## config.mk

```make
export PLATFORM = sky130hd
export DESIGN_NAME = vra_atten_top
export DESIGN_NICKNAME = d
export VERILOG_FILES = /design/src/rtl/vra_pkg.sv /design/src/rtl/vra_code_step.sv /design/src/rtl/vra_ramp_ctrl.sv /design/src/rtl/vra_gain_mult.sv /design/src/rtl/vra_atten_top.sv
export SDC_FILE = /design/constraint.sdc
export NUM_CORES = 2
export LEC_CHECK = 0
export BUFFER_PORTS_ARGS = -buffer_cell sky130_fd_sc_hd__buf_2
export CAP_MARGIN = 0
export CORE_MARGIN = 5
export CORE_UTILIZATION = 63
export CTS_CLUSTER_DIAMETER = 60
export DETAILED_ROUTE_END_ITERATION = 6
export PLACE_DENSITY_LB_ADDON = 0.05
export REMOVE_ABC_BUFFERS = 1
export SLEW_MARGIN = 30
export SYNTH_ARGS = -nofsm -noshare
export SYNTH_HDL_FRONTEND = slang
export SYNTH_SLANG_ARGS = --single-unit
```

## constraint.sdc

```tcl
create_clock -name clk -period 12.55 [get_ports clk]
set_clock_uncertainty 0.15 [all_clocks]
set_input_delay 1.255 -clock clk [delete_from_list [all_inputs] [get_ports clk]]
set_output_delay 1.255 -clock clk [all_outputs]
set_load 0.02 [all_outputs]
```

## src/rtl/vra_pkg.sv

```systemverilog
package vra_pkg;

    localparam int SAMPLE_W   = 24;
    localparam int CODE_W     = 8;
    localparam int NUM_CH     = 8;
    localparam int MANT_IDX_W = 4;
    localparam int MANT_W     = 16;
    localparam int BASE_SHIFT = 15;

    // Gain mantissa for one octave, in units of 2^-15 at 0.375 dB per entry
    function automatic logic [MANT_W-1:0] vra_mant(input logic [MANT_IDX_W-1:0] idx);
        logic [MANT_W-1:0] m;
        case (idx)
            4'd0:    m = 16'd32768;
            4'd1:    m = 16'd31383;
            4'd2:    m = 16'd30057;
            4'd3:    m = 16'd28787;
            4'd4:    m = 16'd27571;
            4'd5:    m = 16'd26406;
            4'd6:    m = 16'd25290;
            4'd7:    m = 16'd24221;
            4'd8:    m = 16'd23198;
            4'd9:    m = 16'd22218;
            4'd10:   m = 16'd21279;
            4'd11:   m = 16'd20380;
            4'd12:   m = 16'd19519;
            4'd13:   m = 16'd18694;
            4'd14:   m = 16'd17904;
            default: m = 16'd17148;
        endcase
        return m;
    endfunction

endpackage

```

## src/rtl/vra_code_step.sv

```systemverilog
module vra_code_step #(
    parameter int CW = vra_pkg::CODE_W
) (
    input  logic [CW-1:0] cur,
    input  logic [CW-1:0] tgt,
    output logic [CW-1:0] nxt
);

    always_comb begin
        if (cur < tgt) begin
            nxt = cur + CW'(1);
        end else if (cur > tgt) begin
            nxt = cur - CW'(1);
        end else begin
            nxt = cur;
        end
    end

endmodule

```

## src/rtl/vra_ramp_ctrl.sv

```systemverilog
module vra_ramp_ctrl #(
    parameter int NCH = vra_pkg::NUM_CH,
    parameter int DW  = vra_pkg::SAMPLE_W,
    parameter int CW  = vra_pkg::CODE_W,
    localparam int CHW = (NCH > 1) ? $clog2(NCH) : 1
) (
    input  logic              clk,
    input  logic              rst_n,
    input  logic              in_valid,
    input  logic [CHW-1:0]    in_ch,
    input  logic [DW-1:0]     in_sample,
    input  logic [NCH*CW-1:0] vol_codes,
    input  logic [NCH-1:0]    mute_mask,
    output logic              s1_valid,
    output logic [CHW-1:0]    s1_ch,
    output logic [DW-1:0]     s1_sample,
    output logic [CW-1:0]     s1_code,
    output logic              s1_zero
);

    localparam logic [CW-1:0] CODE_MAX = '1;

    typedef struct packed {
        logic [NCH-1:0][CW-1:0] cur;
        logic                   vld;
        logic [CHW-1:0]         ch;
        logic [DW-1:0]          smp;
        logic [CW-1:0]          code;
        logic                   zero;
    } ramp_st_t;

    ramp_st_t st_d, st_q;
    logic [NCH-1:0][CW-1:0] tgt;
    logic [NCH-1:0][CW-1:0] nxt;

    for (genvar i = 0; i < NCH; i++) begin : g_ch
        assign tgt[i] = mute_mask[i] ? CODE_MAX : vol_codes[i*CW +: CW];

        vra_code_step #(.CW(CW)) u_step (
            .cur (st_q.cur[i]),
            .tgt (tgt[i]),
            .nxt (nxt[i])
        );

        AST_STEP_ONE: assert property (@(posedge clk) disable iff (!rst_n)
            (st_q.cur[i] != $past(st_q.cur[i])) |->
            ((st_q.cur[i] == $past(st_q.cur[i]) + CW'(1)) ||
             (st_q.cur[i] == $past(st_q.cur[i]) - CW'(1))));

        AST_OTHER_HOLD: assert property (@(posedge clk) disable iff (!rst_n)
            !(in_valid && (32'(in_ch) == i)) |=> $stable(st_q.cur[i]));

        AST_TARGET_HOLD: assert property (@(posedge clk) disable iff (!rst_n)
            (in_valid && (32'(in_ch) == i) && (st_q.cur[i] == tgt[i]))
            |=> $stable(st_q.cur[i]));
    end

    always_comb begin
        st_d     = st_q;
        st_d.vld = in_valid;
        if (in_valid && (32'(in_ch) < NCH)) begin
            st_d.ch          = in_ch;
            st_d.smp         = in_sample;
            st_d.code        = st_q.cur[in_ch];
            st_d.zero        = mute_mask[in_ch] && (st_q.cur[in_ch] == CODE_MAX);
            st_d.cur[in_ch]  = nxt[in_ch];
        end
    end

    always_ff @(posedge clk or negedge rst_n) begin
        if (!rst_n) begin
            st_q <= '0;
        end else begin
            st_q <= st_d;
        end
    end

    assign s1_valid  = st_q.vld;
    assign s1_ch     = st_q.ch;
    assign s1_sample = st_q.smp;
    assign s1_code   = st_q.code;
    assign s1_zero   = st_q.zero;

endmodule

```

## src/rtl/vra_gain_mult.sv

```systemverilog
module vra_gain_mult #(
    parameter int DW  = vra_pkg::SAMPLE_W,
    parameter int CW  = vra_pkg::CODE_W,
    parameter int CHW = 3
) (
    input  logic           clk,
    input  logic           rst_n,
    input  logic           s1_valid,
    input  logic [CHW-1:0] s1_ch,
    input  logic [DW-1:0]  s1_sample,
    input  logic [CW-1:0]  s1_code,
    input  logic           s1_zero,
    output logic           out_valid,
    output logic [CHW-1:0] out_ch,
    output logic [DW-1:0]  out_sample
);

    localparam int FW        = vra_pkg::MANT_IDX_W;
    localparam int MW        = vra_pkg::MANT_W;
    localparam int OCT_W     = CW - FW;
    localparam int MAX_SHIFT = vra_pkg::BASE_SHIFT + (2**OCT_W) - 1;
    localparam int SHW       = $clog2(MAX_SHIFT + 1);
    localparam int PW        = DW + MW + 1;
    localparam int AW        = PW + 1;
    localparam logic signed [AW-1:0] MAXV = {{(AW-DW+1){1'b0}}, {(DW-1){1'b1}}};
    localparam logic signed [AW-1:0] MINV = {{(AW-DW+1){1'b1}}, {(DW-1){1'b0}}};

    typedef struct packed {
        logic           vld;
        logic [CHW-1:0] ch;
        logic [DW-1:0]  smp;
    } out_st_t;

    out_st_t st_d, st_q;

    logic [MW-1:0]          mant;
    logic [SHW-1:0]         shamt;
    logic signed [PW-1:0]   prod;
    logic signed [AW-1:0]   half;
    logic signed [AW-1:0]   acc;
    logic signed [AW-1:0]   shd;
    logic [DW-1:0]          sat;

    always_comb begin
        mant  = vra_pkg::vra_mant(s1_code[FW-1:0]);
        shamt = SHW'(vra_pkg::BASE_SHIFT) + SHW'(s1_code[CW-1:FW]);
        prod  = $signed(s1_sample) * $signed({1'b0, mant});
        half  = AW'(1) << (shamt - SHW'(1));
        acc   = {prod[PW-1], prod} + half;
        shd   = acc >>> shamt;
        if (shd > MAXV) begin
            sat = MAXV[DW-1:0];
        end else if (shd < MINV) begin
            sat = MINV[DW-1:0];
        end else begin
            sat = shd[DW-1:0];
        end

        st_d     = st_q;
        st_d.vld = s1_valid;
        if (s1_valid) begin
            st_d.ch  = s1_ch;
            st_d.smp = s1_zero ? '0 : sat;
        end
    end

    always_ff @(posedge clk or negedge rst_n) begin
        if (!rst_n) begin
            st_q <= '0;
        end else begin
            st_q <= st_d;
        end
    end

    assign out_valid  = st_q.vld;
    assign out_ch     = st_q.ch;
    assign out_sample = st_q.smp;

    AST_MUTE_ZERO: assert property (@(posedge clk) disable iff (!rst_n)
        (s1_valid && s1_zero) |=> (out_valid && (out_sample == '0)));

    AST_UNITY_GAIN: assert property (@(posedge clk) disable iff (!rst_n)
        (s1_valid && !s1_zero && (s1_code == '0)) |=> (out_sample == $past(s1_sample)));

endmodule

```

## src/rtl/vra_atten_top.sv

```systemverilog
module vra_atten_top #(
    parameter int NCH = vra_pkg::NUM_CH,
    parameter int DW  = vra_pkg::SAMPLE_W,
    parameter int CW  = vra_pkg::CODE_W,
    localparam int CHW = (NCH > 1) ? $clog2(NCH) : 1
) (
    input  logic              clk,
    input  logic              rst_n,
    input  logic              in_valid,
    input  logic [CHW-1:0]    in_ch,
    input  logic [DW-1:0]     in_sample,
    input  logic [NCH*CW-1:0] vol_codes,
    input  logic [NCH-1:0]    mute_mask,
    output logic              out_valid,
    output logic [CHW-1:0]    out_ch,
    output logic [DW-1:0]     out_sample
);

    logic           s1_valid;
    logic [CHW-1:0] s1_ch;
    logic [DW-1:0]  s1_sample;
    logic [CW-1:0]  s1_code;
    logic           s1_zero;

    vra_ramp_ctrl #(.NCH(NCH), .DW(DW), .CW(CW)) u_ramp (
        .clk       (clk),
        .rst_n     (rst_n),
        .in_valid  (in_valid),
        .in_ch     (in_ch),
        .in_sample (in_sample),
        .vol_codes (vol_codes),
        .mute_mask (mute_mask),
        .s1_valid  (s1_valid),
        .s1_ch     (s1_ch),
        .s1_sample (s1_sample),
        .s1_code   (s1_code),
        .s1_zero   (s1_zero)
    );

    vra_gain_mult #(.DW(DW), .CW(CW), .CHW(CHW)) u_gain (
        .clk        (clk),
        .rst_n      (rst_n),
        .s1_valid   (s1_valid),
        .s1_ch      (s1_ch),
        .s1_sample  (s1_sample),
        .s1_code    (s1_code),
        .s1_zero    (s1_zero),
        .out_valid  (out_valid),
        .out_ch     (out_ch),
        .out_sample (out_sample)
    );

    AST_LATENCY_TWO: assert property (@(posedge clk) disable iff (!rst_n)
        in_valid |-> ##2 (out_valid && (out_ch == $past(in_ch, 2))));

    AST_NO_SPURIOUS: assert property (@(posedge clk) disable iff (!rst_n)
        !in_valid |-> ##2 !out_valid);

endmodule

```

==> out/results.tsv <==
stage	metric	value	unit
grt	first-pass GRT wire length	138000	um
worst_setup_path	CP endpoint kind	register	
logic_synthesis	Mapped Area	0.0291	mm2
grt	number of global-route vias before repair	26100	
sta	Worst slew margin	0.331	
clock_network	Setup Fix Bufs, Post-CTS	0	
clock_network	CTS Buf Count	17	
flow_run	Max-cap violations	0	
detailed_routing	drc violations	0	
worst_setup_path	CP most frequent cell	fa_1	
sta	min cycle time layout	11.93	ns
logic_synthesis	synthesized instance count	3482	
clock_network	hold_buf cts	0	
floorplanning	Initial Util	0.639	
sta	Hold Violations, Final	0	
clock_network	H-tree levels	4	
clock_network	clock buffer depth	2	
worst_setup_path	Buf+Inv Stages, Crit Path	6	
clock_network	clock transition at the registers of the reported paths	0.07	ns
min_path	hold depth	1	
layout	Final nets	4206	
worst_setup_path	CP max stage delay	0.64	ns
detailed_routing	Vias/cell	6.14	
floorplanning	core area	0.0456	mm2
sta	Final Max Tran Viols	0	
worst_setup_path	Arr. time, crit path	12.10	ns
floorplanning	Ports	130	
detailed_routing	DR iter-0 viols	2376	
place	IO buf count	129	
place	Placed Instances	4080	
grt	pin count of the biggest net entering global routing	71	
logic_synthesis	Yosys cell types	89	
logic_synthesis	yosys warns	0	
floorplanning	Die X	225	um
detailed_routing	final wirelength	83800	um
floorplanning	Die Area	0.0507	mm2
sta	Worst-Margin Slew	0.998	ns
logic_synthesis	main flop type after synthesis	dfrtp_1	
grt	total track usage	0.339	
detailed_routing	Post-DRT Antenna Nets	0	
clock_network	clk sinks	129	
logic_synthesis	asr flop ratio synth	1.00	
worst_setup_path	R2R Setup Slk	0.62	ns
status	status	completed	
detailed_routing	routed len/inst	20.4	um
worst_setup_path	R2R depth	42	
worst_setup_path	Setup CP Type	register to register	
clock_network	clk_lat worst skew	0.49	ns
sta	worst setup margin	0.622	ns
grt	initial antenna violation count	0	
detailed_routing	via count	25300	
clock_network	clk root buf	clkbuf_16	
worst_setup_path	crit start category	register	
place	DP HPWL	65500	um
clock_network	PostCTS Resize Cnt	0	
logic_synthesis	syn avg cell area	8.37	um2
min_path	Hold Path Class	register to register	
layout	Area Overhead vs Synth	6.11	%
layout	fin cells	4112	
worst_setup_path	reg2reg end	u_gain.out_sample[1]$_DFFE_PN0P_	
worst_setup_path	Worst path slowest cell	or4_4	
sta	FMAX	83.8	MHz
layout	final antenna diode count	0	
layout	fin util	0.678	
logic_synthesis	register area share after synthesis	0.111	
grt	total congestion overflow	0	
place	GP Congestion	0.979	
min_path	worst hold start	u_gain.out_ch[1]$_DFFE_PN0P_	
worst_setup_path	worst r2r src	u_ramp.s1_code[0]$_DFFE_PN0P_	
sta	unrepaired setup endpoints after global routing	false	
sta	period utilisation layout	0.950	
layout	layout cells sized above 1	0.106	
worst_setup_path	Worst Path Max Fanout	24	
place	pre-CTS WS	0.773	ns
sta	setup violators final	0	
clock_network	CTS tree	built	
floorplanning	Die Y	225	um
floorplanning	Core Rows	78	
detailed_routing	1st-pass router iterations	6	
worst_setup_path	CP delay by family, top	adder cells	
sta	TNS Setup	0	ns
logic_synthesis	count of state elements after synthesis	129	
min_path	Hold Path Sink	u_gain.out_ch[1]$_DFFE_PN0P_	
logic_synthesis	number of synthesized flops with an enable pin	0	
worst_setup_path	Required @ worst endpoint	12.72	ns
## metrics by stage
| step | cell area, um2 | hold WS [ns] |
|---|---|---|
| finish | 30900 | 0.352 |
| global route | 30900 | 0.376 |
| CTS | 30900 | 0.358 |
| detailed placement | 30300 | 0.344 |
| global placement | 30200 | 0.334 |
| floorplan | 28400 | 0.301 |
## flip-flops by register name (all words and copies together) (netlist names)
register,cells
u_ramp.st_q,64
u_gain.out_ch,3
u_gain.out_valid,1
u_ramp.s1_valid,1
u_ramp.s1_ch,3
u_gain.out_sample,24
u_ramp.s1_code,8
u_ramp.s1_sample,24
u_ramp.s1_zero,1
## Yosys cell counts, drive strengths merged, types with 37 or more instances
cell type	instances	area, um2
a21oi	192	976
and2	187	1170
clkbuf	147	552
dfrtp	129	3230
fa	378	7570
ha	227	2840
inv	518	1940
mux2	44	495
mux2i	60	601
mux4	43	968
nand2	401	1510
nand3	45	238
nand4	37	231
nor2	265	995
nor2b	44	275
nor3	43	215
o21ai	142	711
xnor2	84	736
xor2	52	455
## how the worst max path moves through the flow
| stage | slack (ns) | end | from | depth (start not counted) |
|---|---|---|---|---|
| after global placement | 1.01 | u_gain.out_sample[2]$_DFFE_PN0P_ | u_ramp.s1_code[1]$_DFFE_PN0P_ | 43 |
| final | 0.62 | u_gain.out_sample[1]$_DFFE_PN0P_ | u_ramp.s1_code[0]$_DFFE_PN0P_ | 42 |
| after global routing | 0.02 | u_gain.out_sample[1]$_DFFE_PN0P_ | u_ramp.s1_code[0]$_DFFE_PN0P_ | 43 |
| after CTS | 0.71 | u_gain.out_sample[1]$_DFFE_PN0P_ | u_ramp.s1_code[1]$_DFFE_PN0P_ | 42 |
| after floorplan | 0.96 | u_gain.out_sample[0]$_DFFE_PN0P_ | u_ramp.s1_code[2]$_DFFE_PN0P_ | 37 |
| after detailed placement | 0.77 | u_gain.out_sample[1]$_DFFE_PN0P_ | u_ramp.s1_code[1]$_DFFE_PN0P_ | 42 |
## per-layer routing
| metal | global-route usage | routed length, um |
|---|---|---|
| met2 | 0.549 | 39600 |
| met5 | 0 | 0 |
| met4 | 0.128 | 3250 |
| met1 | 0.462 | 34700 |
| met3 | 0.0573 | 6180 |
## logic make-up (layout without fill, tap and decap cells)
group	count (synthesis)	count (layout)	synth area share
buf+inv	698	728	0.0917
simple gates	1141	1141	0.187
flops	129	129	0.111
fa+ha+maj	605	605	0.357
compound gates	626	626	0.141
mux	147	147	0.0708
xor+xnor	136	136	0.0409
## placed cells by master, fill, tap and decap left out, types with 82 or more instances in the layout
| cell type | count |
|---|---|
| nand2_1 | 400 |
| o21ai_0 | 131 |
| xnor2_1 | 82 |
| buf_2 | 127 |
| fa_1 | 378 |
| nor2_1 | 265 |
| inv_1 | 518 |
| dfrtp_1 | 126 |
| ha_1 | 227 |
| a21oi_1 | 187 |
| and2_1 | 187 |
## worst reg2reg max path: cells and delay by family (launching register included)
| kind | cells | cell delay (ns) |
|---|---|---|
| compound gates | 14 | 3.18 |
| xor+xnor | 1 | 0.09 |
| fa+ha+maj | 9 | 4.23 |
| buf+inv | 6 | 0.61 |
| flops | 1 | 0.49 |
| mux | 1 | 0.18 |
| simple gates | 11 | 2.83 |
## final cells by class
cell class              instances  area [um2]
inverters                     518        1940
clock inverters                13         198
well taps                     600         751
repair buffers                178        1020
multi-input cells            2655       23300
clock buffers                  19         433
fillers                      3789       14700
flip-flops and latches        129        3230
Power is left out: the tool's default activity adds up to more than one toggle a clock period on the data nets, which glitch-free logic cannot reach.
